[src/rtl/ia_pkg.sv]
package ia_pkg;
    typedef enum logic [1:0] {
        MODE_PWR = 2'b00,
        MODE_VLT = 2'b01,
        MODE_CUR = 2'b10,
        MODE_RSV = 2'b11
    } mode_e;
endpackage

[src/rtl/ia_quantity.sv]
module ia_quantity
    import ia_pkg::*;
#(
    parameter int SMP_W   = 10,
    parameter int FS_LOG2 = 8,
    parameter int QW      = 2*SMP_W - FS_LOG2
) (
    input  mode_e                    mode,
    input  logic signed [SMP_W-1:0]  volt,
    input  logic signed [SMP_W-1:0]  curr,
    output logic signed [QW-1:0]     quant
);
    logic signed [2*SMP_W-1:0] prod;
    logic signed [2*SMP_W-1:0] prod_sc;

    always_comb begin
        prod    = volt * curr;
        prod_sc = prod >>> FS_LOG2;
        case (mode)
            MODE_VLT: quant = QW'(volt);
            MODE_CUR: quant = QW'(curr);
            default:  quant = prod_sc[QW-1:0];
        endcase
    end
endmodule

[src/rtl/ia_scale_pack.sv]
module ia_scale_pack
    import ia_pkg::*;
#(
    parameter int AW      = 31,
    parameter int SHW     = 5,
    parameter int FS_LOG2 = 8,
    parameter int RES_W   = 16
) (
    input  logic signed [AW-1:0] acc_sum,
    input  logic [SHW-1:0]       shift,
    input  mode_e                mode,
    output logic [RES_W-1:0]     word
);
    localparam int CW  = FS_LOG2 + 2;
    localparam int PAD = RES_W - CW;
    localparam logic signed [AW-1:0] POS_FS = AW'(2**FS_LOG2);
    localparam logic signed [AW-1:0] NEG_FS = -POS_FS;

    logic signed [AW-1:0] shifted;
    logic signed [AW-1:0] clamped;

    always_comb begin
        shifted = acc_sum >>> shift;
        if (shifted > POS_FS)      clamped = POS_FS;
        else if (shifted < NEG_FS) clamped = NEG_FS;
        else                       clamped = shifted;
        if (mode == MODE_VLT && clamped < 0) clamped = '0;
        word = {clamped[CW-1:0], {PAD{1'b0}}};
    end
endmodule

[src/rtl/ia_averager.sv]
module ia_averager
    import ia_pkg::*;
#(
    parameter int SMP_W           = 10,
    parameter int SMP_PER_MS_LOG2 = 10,
    parameter int N_MAX           = 8,
    parameter int N_W             = 4,
    parameter int FS_LOG2         = 8,
    parameter int RES_W           = 16
) (
    input  logic                    clk,
    input  logic                    rst_n,
    input  logic [N_W-1:0]          cfg_interval,
    input  logic [1:0]              cfg_mode,
    input  logic                    cfg_shutdown,
    input  logic                    cfg_ext_clk,
    input  logic                    smp_valid_int,
    input  logic                    smp_valid_ext,
    input  logic signed [SMP_W-1:0] smp_volt,
    input  logic signed [SMP_W-1:0] smp_curr,
    output logic [RES_W-1:0]        result,
    output logic                    new_data
);
    localparam int QW    = 2*SMP_W - FS_LOG2;
    localparam int CNT_W = SMP_PER_MS_LOG2 + N_MAX;
    localparam int AW    = QW + CNT_W + 1;
    localparam int SHW   = $clog2(CNT_W + 1);

    typedef struct packed {
        logic [CNT_W-1:0] cnt;
        logic [AW-1:0]    acc;
        logic [N_W-1:0]   n;
        mode_e            mode;
        logic             ext;
        logic [RES_W-1:0] res;
        logic             strobe;
    } state_t;

    state_t state_q, state_d;
    logic   past_ok_q;

    logic signed [QW-1:0] q_smp;
    logic signed [AW-1:0] acc_cur;
    logic signed [AW-1:0] acc_sum;
    logic [SHW-1:0]       shift;
    logic [CNT_W:0]       span;
    logic [CNT_W-1:0]     last;
    logic [RES_W-1:0]     packed_word;
    logic [N_W-1:0]       n_in;
    logic                 take;

    ia_quantity #(.SMP_W(SMP_W), .FS_LOG2(FS_LOG2), .QW(QW)) u_quant (
        .mode  (state_q.mode),
        .volt  (smp_volt),
        .curr  (smp_curr),
        .quant (q_smp)
    );

    ia_scale_pack #(.AW(AW), .SHW(SHW), .FS_LOG2(FS_LOG2), .RES_W(RES_W)) u_pack (
        .acc_sum (acc_sum),
        .shift   (shift),
        .mode    (state_q.mode),
        .word    (packed_word)
    );

    always_comb begin
        acc_cur = state_q.acc;
        acc_sum = acc_cur + AW'(q_smp);
        shift   = SHW'(state_q.n) + SHW'(SMP_PER_MS_LOG2);
        span    = (CNT_W+1)'(1) << shift;
        last    = CNT_W'(span - 1'b1);
        n_in    = (cfg_interval > N_W'(N_MAX)) ? N_W'(N_MAX) : cfg_interval;
        take    = state_q.ext ? smp_valid_ext : smp_valid_int;

        state_d        = state_q;
        state_d.strobe = 1'b0;
        if (cfg_shutdown) begin
            state_d.cnt  = '0;
            state_d.acc  = '0;
            state_d.n    = n_in;
            state_d.mode = mode_e'(cfg_mode);
            state_d.ext  = cfg_ext_clk;
        end else if (take) begin
            if (state_q.cnt == last) begin
                state_d.res    = packed_word;
                state_d.strobe = 1'b1;
                state_d.cnt    = '0;
                state_d.acc    = '0;
                state_d.n      = n_in;
                state_d.mode   = mode_e'(cfg_mode);
                state_d.ext    = cfg_ext_clk;
            end else begin
                state_d.cnt = state_q.cnt + 1'b1;
                state_d.acc = acc_sum;
            end
        end
    end

    always_ff @(posedge clk or negedge rst_n) begin
        if (!rst_n) begin
            state_q   <= '{cnt: '0, acc: '0, n: '0, mode: MODE_PWR,
                           ext: 1'b0, res: '0, strobe: 1'b0};
            past_ok_q <= 1'b0;
        end else begin
            state_q   <= state_d;
            past_ok_q <= 1'b1;
        end
    end

    assign result   = state_q.res;
    assign new_data = state_q.strobe;


    strobe_single_chk: assert property (@(posedge clk) disable iff (!rst_n)
        new_data |=> !new_data);


    result_hold_chk: assert property (@(posedge clk) disable iff (!rst_n || !past_ok_q)
        !new_data |-> $stable(result));


    shutdown_quiet_chk: assert property (@(posedge clk) disable iff (!rst_n)
        cfg_shutdown |=> !new_data);


    count_bound_chk: assert property (@(posedge clk) disable iff (!rst_n)
        state_q.cnt <= last);


    result_range_chk: assert property (@(posedge clk) disable iff (!rst_n)
        new_data |-> ($signed(result) <= $signed(16'h4000)) &&
                     ($signed(result) >= $signed(16'hC000)));
endmodule

[config.mk]
export PLATFORM = sky130hd
export DESIGN_NAME = ia_averager
export DESIGN_NICKNAME = d
export VERILOG_FILES = /design/src/rtl/ia_pkg.sv /design/src/rtl/ia_quantity.sv /design/src/rtl/ia_scale_pack.sv /design/src/rtl/ia_averager.sv
export SDC_FILE = /design/constraint.sdc
export NUM_CORES = 1
export LEC_CHECK = 0
export CORE_MARGIN = 1.5
export CORE_UTILIZATION = 35
export CTS_CLUSTER_DIAMETER = 60
export DETAILED_ROUTE_END_ITERATION = 8
export DONT_BUFFER_PORTS = 1
export HOLD_SLACK_MARGIN = 0.08
export PLACE_DENSITY = 0.46
export SETUP_SLACK_MARGIN = 0.1
export SLEW_MARGIN = 25
export SYNTH_ARGS = -nofsm -noshare
export SYNTH_HDL_FRONTEND = slang
export SYNTH_SLANG_ARGS = --single-unit
export TNS_END_PERCENT = 30
[constraint.sdc]
create_clock -name clk -period 11 [get_ports clk]
set_input_delay 1.1 -clock clk [delete_from_list [all_inputs] [get_ports clk]]
set_output_delay 1.1 -clock clk [all_outputs]
set_load 0.01 [all_outputs]
### Word-level counts from Yosys, hierarchy flattened

Index checks and enable logic that the tools add are counted.

* $mul: 1
* add/subtract/negate cells: 4
* multiplexer cells: 11
* reduce and logical (&&, ||, !) cells: 5
* bitwise gates (word level): 1
* shifts and indexed selects: 2
* order comparisons: 4
* eq/ne operators: 3

Operators by type and width (number)
* 73-bit two-way mux: 1
* 31-bit two-way mux: 2
* 56-bit two-way mux: 1
* 49-bit two-way mux: 1
* 31-bit by 12-bit adder with 31-bit output: 1
* 31-bit by 10-bit > comparator with 1-bit output (second input constant): 1
* 31-bit by 1-bit less-than comparator with 1-bit output (second input constant): 1
* 31-bit by 9-bit less-than comparator with 1-bit output (second input constant): 1
* 31-bit by 5-bit >>> shifter with 31-bit output: 1
* 24-bit two-way mux: 1
* 12-bit case mux with 2 select lines: 1
* 10-bit by 10-bit multiplier with 20-bit output: 1
* 18-bit by 1-bit adder with 18-bit output (second input constant): 1
* 18-bit == test: 1
* 1-bit by 5-bit left shift with 18-bit output (first input constant): 1
* 18-bit by 1-bit subtractor with 18-bit output (second input constant): 1
* 10-bit two-way mux: 1
* 4-bit by 4-bit adder with 5-bit output (second input constant): 1
* 4-bit > comparator (second input constant): 1
* 4-bit two-way mux: 1
* 2-bit nonzero test: 2
* 3-bit AND reduction: 1
* 2-bit by 1-bit == test with 1-bit output (second input constant): 1
* 2-bit == test (second input constant): 1
* other kinds (4): 5

* input bits: 32
* output and inout bits: 17
* word-level logic and storage cells: 38
* register bits after elaboration: 67

### Logic depth before layout (Yosys ltp)

Gate-level depths: netlist (run 1).

* word-level depth: 13
* mapped depth: 44
* mapped depth without buffers: 41

### By module

From an unflattened synthesis (run 1), not the netlist that was laid out.

* cell total of the unflattened synthesis: 1384
* area, all modules: 12221.7 um2

By module, submodules not included
* ia_averager: cells each 609, area an instance 5530.3 um2, seq. area each 1826.8 um2, times used 1
* ia_quantity: cells each 482, area an instance 4106.4 um2, seq. area each 0.0 um2, times used 1
* ia_scale_pack: cells each 293, area an instance 2585.0 um2, seq. area each 0.0 um2, times used 1

### Least setup slack after synthesis (run 1)

Ideal clock, no wire load.

* path type: input-to-reg
* start: input smp_curr[3]
* end: register state_q (netlist bit result[6])
* setup time: 0.066 ns
* buffers on the path: 3
* stages on the path: 36
* data required time: 10.934 ns
* setup slack: -0.334 ns
* data arrival time: 11.268 ns
* cell sequence: clkbuf_1 nand2_1 fa_1 inv_1 fa_1 inv_1 fa_1 inv_1 fa_1 inv_1 fa_1 inv_1 ha_1 nand3_1 or3_1 a21o_1 a211oi_1 nor3_1 nor3_1 ha_1 buf_2 a21oi_4 o221ai_1 o211ai_1 a21oi_1 o31a_1 o311ai_4 xor2_1 buf_6 o211ai_1 nor4bb_1 o211ai_1 or4_4 o41a_1 nor3_4 a22o_1

* word-level cells in the longest chain between the ends: 10
* elaborated cells on any way between the ends: 11
* those cells by class: add/sub (1); mul (1); order compare (3); shift (1); mux (4); reduce/logical (1)

Ends and longest elaborated chain
* start, declared: RTL line ia_averager.sv:20 `input logic signed [SMP_W-1:0] smp_curr,`
* 10-bit by 10-bit multiplier with 20-bit output: RTL line ia_quantity.sv:17 `prod = volt * curr;`
* 12-bit case mux with 2 select lines *: RTL line ia_quantity.sv:19 `case (mode)`
* 31-bit by 12-bit adder with 31-bit output *: RTL line ia_averager.sv:68 `acc_sum = acc_cur + AW'(q_smp);`
* 31-bit by 5-bit >>> shifter with 31-bit output *: RTL line ia_scale_pack.sv:23 `shifted = acc_sum >>> shift;`
* 31-bit by 9-bit less-than comparator with 1-bit output: RTL line ia_scale_pack.sv:25 `else if (shifted < NEG_FS) clamped = NEG_FS;`
* 31-bit two-way mux: RTL line ia_scale_pack.sv:25
* 31-bit two-way mux *: RTL line ia_scale_pack.sv:24 `if (shifted > POS_FS) clamped = POS_FS;`
* 31-bit by 1-bit less-than comparator with 1-bit output: RTL line ia_scale_pack.sv:27 `if (mode == MODE_VLT && clamped < 0) clamped = '0;`
* 1-bit logical AND: RTL line ia_scale_pack.sv:27
* 10-bit two-way mux *: RTL line ia_scale_pack.sv:27
* end signal, assigned: RTL line ia_averager.sv:101 `state_q <= '{cnt: '0, acc: '0, n: '0, mode: MODE_PWR,`
* end signal, assigned: RTL line ia_averager.sv:105 `state_q <= state_d;`
* end, declared: RTL line ia_averager.sv:39 `state_t state_q, state_d;`

Every way passes the cells marked *; elsewhere a longest branch is shown, timed or not.
A chain may end at the register's enable or synchronous reset.

### Worst setup path in the final report (run 1)

* start: input smp_curr[3]
* end: register state_q (netlist bit result[13])

Same word-level chain as after synthesis.

==> results.md, run 1 <==
- Max clock buf depth: 2
- Antenna violation net count after detailed routing: 0
- Number of flops mapped to enable cells by yosys: 0
- Starting Density: 35.39%
- Number of failing setup endpoints in the final timing report: 0
- Worst hold-check slack: 0.4264 ns
- First-pass DRT Iterations: 6
- Area added between synthesis and finish: 10.57%
- Worst hold path type: input pin to asynchronous set/reset pin
- Cell type of the slowest stage on the worst timing path: sky130_fd_sc_hd__mux4_2
- Number of global-route vias before repair: 11.91k
- Number of standard-cell rows in the floorplan: 69
- Clk_skew: 0.005186 ns
- Worst Setup Slack post-DPL: -0.02959 ns
- Reg-to-reg endpoint: result[13]
- Data required, critical path: ~11 ns
- RD Place Congestion: approximately 0.9
- Count of input and output buffers: 0
- HPWL after DPL: 33.70 mm
- Fraction of registers with async set or reset after synthesis: between 90% and 100%
- Clock net sink count: 67
- Core footprint: 35400 sq um
- Compound-cell area share of the yosys netlist: about a quarter
- Post-synthesis cell type with the largest combined area: sky130_fd_sc_hd__fa_1
- Number of remaining DRC errors: 0
- Data arrival time of the critical path: 10.59 ns
- Cell area after synthesis: 12530 sq um
- Share of the synthesized area in the top cell type: 14.54%
- Final routed wirelength across all metal layers: 43.00 mm
- Actual slew at the worst max-slew pin: 0.9033 ns
- Simple-gate share of the synthesized area: 21.18%
- Die Footprint: 36940 sq um
- Path depth of the worst reg2reg path: 20
- Post-Synthesis Cells: approximately 1.6k
- Max-Cap Viols: 0
- Unrepaired setup endpoints after global routing: false
- Tcrit/Tclk final: between 90% and 100%
- Cells taking the most area after synthesis: sky130_fd_sc_hd__fa_1 (15%), sky130_fd_sc_hd__dfrtp_1 (13%), sky130_fd_sc_hd__ha_1 (8.1%)
- Largest stage delay on the critical path: between 0.5 and 0.6 ns
- Combinational family with the most area after synthesis: compound AO/OA/AOI/OAI gates
- Routed wire length per instance: 21.08 um
- Clock slew at the register clock pins of the worst setup and hold paths: 0.06 ns
- Htree depth: 3
- Latest clock arrival within the worst-skew pair: around 0.37 ns
- Critical path class: input pin to register
- Endpoint kind of the worst setup timing path: register
- Routed via count: between 10k and 15k
- Number of ports placed on the die boundary: 49
- Via density per instance: 5.864
- Max-slew violation count: 0
- Post-Synth Adder-Cell Area: 22.63%
- Die span in y: 192.2 um
- Multiplexer area fraction after synthesis: 4.734%
- CTS tree: yes
- Horiz. Die Dim: 192.2 um
- Final Worst Setup Slack: 0.7073 ns
- Kind of start point of the critical path: input pin
- Launching point of the worst reg2reg path: state_q[21]
- Critical path startpoint: smp_curr[3]
- Ant diodes: 0
- Number of CTS-inserted buffers: 9
- Slew margin rel.: 39.56%
- Detailed router's first-iteration violation count: slightly below 900
- Syn_area_per_cell: 7.914 sq um
- Number of synthesized register bits: 67
- Initial antenna violation count: 2
- Final Hold Violating Endpoints: 0
- Count of nets after finishing: 1778
- Post-synth cell types: 95
- Ratio of cells with drive above 1 in the final layout: 13.11%
- Reg2reg setup slack: about 4.2 ns
- Most numerous cell types in the synthesized netlist: sky130_fd_sc_hd__nand2_1 (177), sky130_fd_sc_hd__inv_1 (126), sky130_fd_sc_hd__o21ai_0 (101), sky130_fd_sc_hd__fa_1 (91), sky130_fd_sc_hd__nor2_1 (91)
- Maximum fanout along the worst path: 11
- Min Tclk post-route: slightly above 10 ns
- Peak clock frequency supported by timing: roughly 0.097 GHz
- Primary flip-flop cell chosen by synthesis mapping: sky130_fd_sc_hd__dfrtp_1
- Most frequent cell after synthesis: sky130_fd_sc_hd__nand2_1
- Largest net degree at the start of global routing: 68
- Parity-gate share of the synthesized area counting xor and xnor cells: 3.605%
- Clk Tree Root Cell: sky130_fd_sc_hd__clkbuf_16
- Total congestion overflow after global routing: 0
- Total global-route track usage: 23.74%
- First-pass GRT wire length: 67.82 mm
- Post-synthesis sequential area ratio: a little over an eighth
- Run status: complete, no violations
- Synthesis Warnings: 0
per-layer routing:
metal | wire (um) | up-vias | global-route usage, %
met5 | 33 | - | 0
met4 | 1139 | 4 | 8.468
met3 | 2151 | 68 | 3.453
met2 | 20650 | 302 | 40.12
met1 | 19020 | 5904 | 30.65
li1 | - | 5685 | -
flip-flops by register name, summed over array words and instances, names as in the netlist:
register  flops
new_data      1
state_q      25
acc_cur      31
result       10
cell usage in the layout (no fill, tap or decap), types with 13 or more instances in the layout:
master	instances
sky130_fd_sc_hd__o21a_1	25
sky130_fd_sc_hd__a211oi_1	19
sky130_fd_sc_hd__ha_1	79
sky130_fd_sc_hd__buf_4	92
sky130_fd_sc_hd__a221oi_1	13
sky130_fd_sc_hd__fa_1	91
sky130_fd_sc_hd__and2_1	57
sky130_fd_sc_hd__o21ai_0	98
sky130_fd_sc_hd__o211ai_1	19
sky130_fd_sc_hd__nand2_1	176
sky130_fd_sc_hd__inv_1	126
sky130_fd_sc_hd__xor2_1	21
sky130_fd_sc_hd__nand2b_1	16
sky130_fd_sc_hd__nor3_1	42
sky130_fd_sc_hd__nand4_1	20
sky130_fd_sc_hd__mux2_2	13
sky130_fd_sc_hd__a21oi_1	67
sky130_fd_sc_hd__xnor2_1	26
sky130_fd_sc_hd__and3_1	20
sky130_fd_sc_hd__mux2i_1	21
sky130_fd_sc_hd__a22o_1	16
sky130_fd_sc_hd__a31oi_1	16
sky130_fd_sc_hd__nand3_1	38
sky130_fd_sc_hd__nor2_1	90
sky130_fd_sc_hd__a21o_1	28
sky130_fd_sc_hd__dfrtp_1	66
worst max path at each step:
stage / end / slack (ns) / cells past startpoint
2_1_floorplan: result[6] / 0.30 / 36
3_3_place_gp: result[13] / 0.01 / 43
3_5_place_dp: result[13] / -0.03 / 42
4_1_cts: result[13] / 0.29 / 34
5_1_grt: result[13] / 0.07 / 42
6_report: result[13] / 0.71 / 39
critical path, delay by kind of cell:
kind | cells | cell delay (ns)
adder cells (fa/ha/maj) | 7 | 3.24
AND/OR/NAND/NOR | 11 | 2.38
multiplexers | 2 | 0.71
buffers and inverters | 5 | 0.26
AO/OA/AOI/OAI | 14 | 2.91
logic make-up (layout without fill, tap and decap cells):
kind of cell,Yosys count,in the layout
compound gates,468,468
xor+xnor,50,50
fa+ha+maj,172,172
buf+inv,246,237
flops,67,67
mux,45,45
other cells,1,6
simple gates,534,534
per-stage QoR:
step	setup TNS [ns]	util, %	instance area, sq um	std cells
final	0	39.13	13850	2040
after global placement	0	37.49	13270	2017
after floorplan	0	-	12550	1588
after detailed placement	-0.1447	37.49	13270	2017
after CTS	0	38.27	13550	2033
after global routing	0	39.13	13850	2040
area by class of cell:
cell class / count / area [sq um]
clock buffers: 9 / 225.2
clock inverters: 7 / 52.55
fillers: 3720 / 21540
inverters: 128 / 480.5
multi-input cells: 1275 / 10130
flip-flops and latches: 67 / 1678
well taps: 461 / 576.8
repair buffers: 93 / 710.7
repair_timing:
item,4_1_cts,5_1_grt
hold buffers,0,0
gates resized for setup,0,53
setup buffers,0,7
endpoints found under the setup margin,0,9
Power of run 1 is left out: the tool's default activity adds up to more than one toggle a clock period on the data nets, which glitch-free logic cannot reach.
==> run 2, diff against run 1 <==
--- a/config.mk
+++ b/config.mk
@@ -10,6 +10,7 @@
 export CTS_CLUSTER_DIAMETER = 60
 export DETAILED_ROUTE_END_ITERATION = 8
 export DONT_BUFFER_PORTS = 1
+export GPL_TIMING_DRIVEN = 0
 export HOLD_SLACK_MARGIN = 0.08
 export PLACE_DENSITY = 0.46
 export SETUP_SLACK_MARGIN = 0.1
==> constraint.sdc (replaced) <==
create_clock -name clk -period 10.3 [get_ports clk]
set_input_delay 1.03 -clock clk [delete_from_list [all_inputs] [get_ports clk]]
set_output_delay 1.03 -clock clk [all_outputs]
set_load 0.01 [all_outputs]
==> run 2 against run 1 <==
Compared with the run above: via count rose by 5.4%; sequential cell count did not move; clock-buffer cell count rose by 2; wire length rose by 11%; first-iteration DRC count fell by 0.56%; critical path type unchanged.
==> results.md, run 2 (same netlist as run 1, synthesis figures left out) <==
- Run status: complete, no violations
- Number of standard-cell rows in the floorplan: 69 (unchanged)
- Reg2reg setup slack: 2.89 ns (-1.28 ns)
- Unrepaired setup endpoints after global routing: true
- Ratio of cells with drive above 1 in the final layout: 18.66% (+5.5 points)
- Total congestion overflow after global routing: 0 (unchanged)
- Starting Density: 35.39% (unchanged)
- Cell type of the slowest stage on the worst timing path: sky130_fd_sc_hd__fa_1
- Largest stage delay on the critical path: 0.61 ns (+0.06 ns)
- Count of nets after finishing: 1882 (+5.8%)
- Clk Tree Root Cell: sky130_fd_sc_hd__clkbuf_16
- # fillers: 3601 (-3.2%)
- Most common cell type on the critical path: sky130_fd_sc_hd__buf_4
- Maximum fanout along the worst path: 10 (-1)
- First-pass DRT Iterations: 6 (unchanged)
- # hold bufs at CTS: 0 (unchanged)
- Htree depth: 3 (unchanged)
- Max-Cap Viols: 0 (unchanged)
- Worst hold-check slack: 0.3460 ns (-0.08040 ns)
- Number of CTS-inserted buffers: 9 (unchanged)
- Ant diodes: 0 (unchanged)
- HPWL after DPL: 37.10 mm (+10%)
- Final routed wirelength across all metal layers: 47.62 mm (+11%)
- Worst hold path type: input pin to asynchronous set/reset pin
- Min Tclk post-route: 10.29 ns
- Most frequent cells in the layout: sky130_fd_sc_hd__nand2_1 (168), sky130_fd_sc_hd__inv_1 (122), sky130_fd_sc_hd__o21ai_0 (95), sky130_fd_sc_hd__buf_4 (93)
- Clk_skew: 0.008935 ns (+0.003749 ns)
- Number of flip-flops in the largest register: 31 (unchanged)
- Max-slew violation count: 0 (unchanged)
- Actual slew at the worst max-slew pin: 1.064 ns (+0.1602 ns)
- Critical path class: input pin to register
- Number of ports placed on the die boundary: 49 (unchanged)
- Area added between synthesis and finish: 20.90%
- Number of remaining DRC errors: 0 (unchanged)
- Largest net degree at the start of global routing: 68 (unchanged)
- RD Place Congestion: 0.9318 (+3.2%)
- Number of failing setup endpoints in the final timing report: 0 (unchanged)
- Final Hold Violating Endpoints: 0 (unchanged)
- Data arrival time of the critical path: 10.60 ns (about the same)
- Die Footprint: 36940 sq um (unchanged)
- Clock net sink count: 67 (unchanged)
- Total global-route track usage: 26.13% (+2.4 points)
- CTS tree: yes
- Latest clock arrival within the worst-skew pair: 0.37 ns (about the same)
- Initial antenna violation count: 0 (-2)
- Kind of start point of the critical path: input pin
- Routed wire length per instance: 22.21 um (+5.4%)
- Clock slew at the register clock pins of the worst setup and hold paths: 0.07 ns (about the same)
- Via density per instance: 5.882 (+0.30%)
- Max clock buf depth: 2 (unchanged)
- Die span in y: 192.2 um (unchanged)
- Most common cell after layout, fill and taps aside: sky130_fd_sc_hd__nand2_1
- Data required, critical path: 10.61 ns (-0.69 ns)
- Slew margin rel.: 27.26% (-12 points)
- Number of global-route vias before repair: 12.29k (+3.2%)
- Core footprint: 35400 sq um (unchanged)
- Horiz. Die Dim: 192.2 um (unchanged)
- Tcrit/Tclk final: 99.87%
- Peak clock frequency supported by timing: 0.09721 GHz
- Routed via count: 12.61k (+5.4%)
- Antenna violation net count after detailed routing: 0 (unchanged)
- Endpoint kind of the worst setup timing path: register
- First-pass GRT wire length: 73.61 mm (+8.5%)
- Count of input and output buffers: 0 (unchanged)
- Detailed router's first-iteration violation count: 890 (-0.56%)
-- run 2: changes by cell type in the layout (fill, tap and decap cells not counted), moves of 5 or more --
cell / previous run / this run
sky130_fd_sc_hd__a21oi_1: 67 / 62
sky130_fd_sc_hd__and2_1: 57 / 51
sky130_fd_sc_hd__and2_4: 0 / 5
sky130_fd_sc_hd__buf_1: 0 / 11
sky130_fd_sc_hd__buf_2: 0 / 9
sky130_fd_sc_hd__clkbuf_1: 0 / 55
sky130_fd_sc_hd__clkbuf_2: 0 / 6
sky130_fd_sc_hd__clkbuf_4: 0 / 8
sky130_fd_sc_hd__ha_4: 0 / 6
sky130_fd_sc_hd__nand2_1: 176 / 168
sky130_fd_sc_hd__o31ai_1: 7 / 2
sky130_fd_sc_hd__o31ai_4: 0 / 5
-- run 2: per-layer routing --
layer	up-vias	GRT usage [%]	share of wire, %
li1	5910	-	-
met1	6257	33.38	43
met2	358	45.39	49
met3	86	2.521	4.6
met4	0	9.750	3.6
met5	-	0	0
-- run 2: cell type report --
type	count	area (sq um)	area share, %
clock inverters	5	107.6	0.7104
inverters	128	481.7	3.180
multi-input cells	1275	10710	70.73
plain buffers	117	703.2	4.642
clock buffers	11	252.7	1.669
flip-flops and latches	67	1677	11.07
well taps	461	576.8	3.808
repair buffers	80	634.4	4.188
-- run 2: final timing paths --
check | from | end | cells past startpoint
worst max-delay path | smp_volt[9] | result[11] | 39
worst min-delay path | rst_n | result[14] | 0
worst max register to register | state_q[20] | result[11] | 22
worst min register to register | result[10] | result[10] | 1
max in group asynchronous | rst_n | state_q[62] | 0
min in group clk | result[10] | result[10] | 1
-- run 2: stage by stage --
| stage | setup TNS [ns] | setup WS, ns | cell area [sq um] | instances | util [%] |
|---|---|---|---|---|---|
| floorplan | 0 | 0.1037 | 12570 | 1588 | - |
| finish | 0 | 0.01324 | 15150 | 2144 | 42.79 |
| CTS | 0 | 0.1002 | 14720 | 2117 | 41.58 |
| detailed placement | -16.07 | -1.868 | 13200 | 2052 | 37.30 |
| global placement | -21.05 | -2.407 | 13150 | 2049 | 37.14 |
| global route | -2.430 | -0.3252 | 15150 | 2144 | 42.79 |
-- run 2: worst max-delay path, delay by kind of cell --
family / cells / cell delay [ns]
muxes: 2 / 0.46
and+or+nand+nor: 7 / 1.50
buffers and inverters: 12 / 1.53
AOI/OAI and AO/OA: 10 / 2.57
xor gates and xnor gates: 1 / 0.15
adders and majority gates: 7 / 3.32
-- run 2: what timing repair did --
item | 4_1_cts | 5_1_grt
pin swaps | 48 | 57
setup buffers | 50 | 26
endpoints found under the setup margin | 9 | 9
resized for setup | 161 | 66
Power of run 2 is left out for the same reason.
==> run 3, diff against run 2 <==
--- a/config.mk
+++ b/config.mk
@@ -11,8 +11,7 @@
 export DETAILED_ROUTE_END_ITERATION = 8
 export DONT_BUFFER_PORTS = 1
 export GPL_TIMING_DRIVEN = 0
-export HOLD_SLACK_MARGIN = 0.08
-export PLACE_DENSITY = 0.46
+export PLACE_DENSITY = 0.5
 export SETUP_SLACK_MARGIN = 0.1
 export SLEW_MARGIN = 25
 export SYNTH_ARGS = -nofsm -noshare
==> run 3 against run 2 <==
Compared with the run above: fmax up 1.8%; final cell count decreased by 0.61%; cell area decreased by 0.78%; first-iteration DRC count rose by 31%; non-clock buffer count is 13 lower; critical path depth rose by 4; sequential cell count unchanged; highest routed layer unchanged.
==> results.md, run 3 (same netlist as run 1, synthesis figures left out) <==
- Run status: complete, no violations
- Clk Tree Root Cell: sky130_fd_sc_hd__clkbuf_16
- Data required, critical path: 10.61 ns (about the same)
- Core footprint: 35400 sq um (unchanged)
- Most frequent cells in the layout: sky130_fd_sc_hd__nand2_1 (171), sky130_fd_sc_hd__inv_1 (123), sky130_fd_sc_hd__o21ai_0 (92), sky130_fd_sc_hd__fa_1 (88), sky130_fd_sc_hd__nor2_1 (87)
- RD Place Congestion: 0.9838 (+5.6%)
- Total congestion overflow after global routing: 0 (unchanged)
- Via density per instance: 5.950 (+1.2%)
- Count of nets after finishing: 1869 (-0.69%)
- Unrepaired setup endpoints after global routing: true
- CTS tree: yes
- Area occupied by registers: 1677 sq um (unchanged)
- Largest stage delay on the critical path: 0.55 ns (-0.06 ns)
- Most common cell after layout, fill and taps aside: sky130_fd_sc_hd__nand2_1
- Number of ports placed on the die boundary: 49 (unchanged)
- # fillers: 3710 (+3.0%)
- Die span in y: 192.2 um (unchanged)
- Data arrival time of the critical path: 10.41 ns (-0.19 ns)
- Final Worst Setup Slack: 0.1943 ns (+0.1810 ns)
- Ratio of cells with drive above 1 in the final layout: 18.32% (-0.33 points)
- Endpoint kind of the worst setup timing path: register
- Count of input and output buffers: 0 (unchanged)
- Routed via count: 12.68k (+0.54%)
- Initial antenna violation count: 0 (unchanged)
- Area added between synthesis and finish: 19.95%
- Max-Cap Viols: 0 (unchanged)
- Htree depth: 3 (unchanged)
- Maximum fanout along the worst path: 7 (-3)
- Peak clock frequency supported by timing: 0.09895 GHz (+1.8%)
- Antenna violation net count after detailed routing: 0 (unchanged)
- Latest clock arrival within the worst-skew pair: 0.38 ns (about the same)
- Total global-route track usage: 25.60% (-0.53 points)
- Clk_skew: 0.01596 ns (+0.007030 ns)
- Kind of start point of the critical path: input pin
- Routed wire length per instance: 21.99 um (-0.99%)
- Number of failing setup endpoints in the final timing report: 0 (unchanged)
- Clock slew at the register clock pins of the worst setup and hold paths: 0.07 ns (about the same)
- Die Footprint: 36940 sq um (unchanged)
- Number of global-route vias before repair: 12.47k (+1.4%)
- Max clock buf depth: 2 (unchanged)
- Detailed router's first-iteration violation count: 1168 (+31%)
- Ant diodes: 0 (unchanged)
- First-pass GRT wire length: 72.42 mm (-1.6%)
- Slew margin rel.: 31.81% (+4.5 points)
- Clock net sink count: 67 (unchanged)
- Final Hold Violating Endpoints: 0 (unchanged)
- Final routed wirelength across all metal layers: 46.86 mm (-1.6%)
- HPWL after DPL: 36.32 mm (-2.1%)
- Starting Density: 35.39% (unchanged)
- Number of flip-flops in the largest register: 31 (unchanged)
- Area of combinational cells with multiple inputs: 10740 sq um (+0.20%)
- Largest net degree at the start of global routing: 68 (unchanged)
- Number of CTS-inserted buffers: 9 (unchanged)
- Number of remaining DRC errors: 0 (unchanged)
- Max-slew violation count: 0 (unchanged)
- First-pass DRT Iterations: 5 (-1)
- Horiz. Die Dim: 192.2 um (unchanged)
- Cell type of the slowest stage on the worst timing path: sky130_fd_sc_hd__fa_1
- Worst Setup Slack post-DPL: -1.695 ns (+0.1725 ns)
- Min Tclk post-route: 10.11 ns (-0.1810 ns)
- Actual slew at the worst max-slew pin: 0.9944 ns (-0.06918 ns)
- Tcrit/Tclk final: 98.11% (-1.8 points)
- Critical path class: input pin to register
- Final setup TNS: 0 ns (unchanged)
- Number of standard-cell rows in the floorplan: 69 (unchanged)
- Worst hold path type: input pin to asynchronous set/reset pin
[run 3: final timing paths]
path | to | slack (ns) | cells past startpoint | from
max reg2reg | result[7] | 3.16 | 22 | state_q[20]
max in group asynchronous | acc_cur[7] | 9.83 | 0 | rst_n
min | result[15] | 0.35 | 0 | rst_n
min in group clk | result[10] | 0.49 | 1 | result[10]
max | result[7] | 0.19 | 43 | smp_curr[3]
min reg2reg | result[10] | 0.49 | 1 | result[10]
[run 3: layout make-up]
class | count | area share [%]
sequential | 67 | 11.16
multi-input combinational | 1275 | 71.43
inverter | 128 | 3.205
timing repair buffer | 67 | 3.497
tap | 461 | 3.838
clock inverter | 7 | 0.6994
buffer | 117 | 4.671
clock buffer | 9 | 1.499
[run 3: worst max-delay path: cells and delay by family]
family | cells | cell delay (ns)
buffers and inverters | 7 | 0.57
adder cells (fa/ha/maj) | 7 | 3.12
multiplexers | 1 | 0.31
XOR/XNOR | 1 | 0.16
AO/OA/AOI/OAI | 16 | 3.18
AND/OR/NAND/NOR | 11 | 2.05
[run 3: through the flow]
step	hold WS, ns	utilization (%)	instances	cell area (sq um)
after detailed placement	0.4680	37.26	2050	13190
after floorplan	0.4510	-	1588	12570
after global routing	0.3370	42.46	2131	15030
after global placement	0.4670	37.14	2049	13150
final	0.3452	42.46	2131	15030
after CTS	0.3383	40.70	2100	14410
[run 3: routing by layer]
layer  part of all wire [%]  track usage [%]  vias up
met3                    6.7            5.006       99
met5                      0                0        -
met1                     46            35.29     6278
met2                     44            40.05      437
li1                       -                -     5865
met4                    3.1            8.140        0
[run 3: repair_timing]
item                                    CTS  global route
pin swaps                                45            48
resized for setup                       134           102
endpoints found under the setup margin    9             9
hold buffers                              0             0
buffers inserted                         34            29
gates cloned                              0             2
Power of run 3 is left out for the same reason.
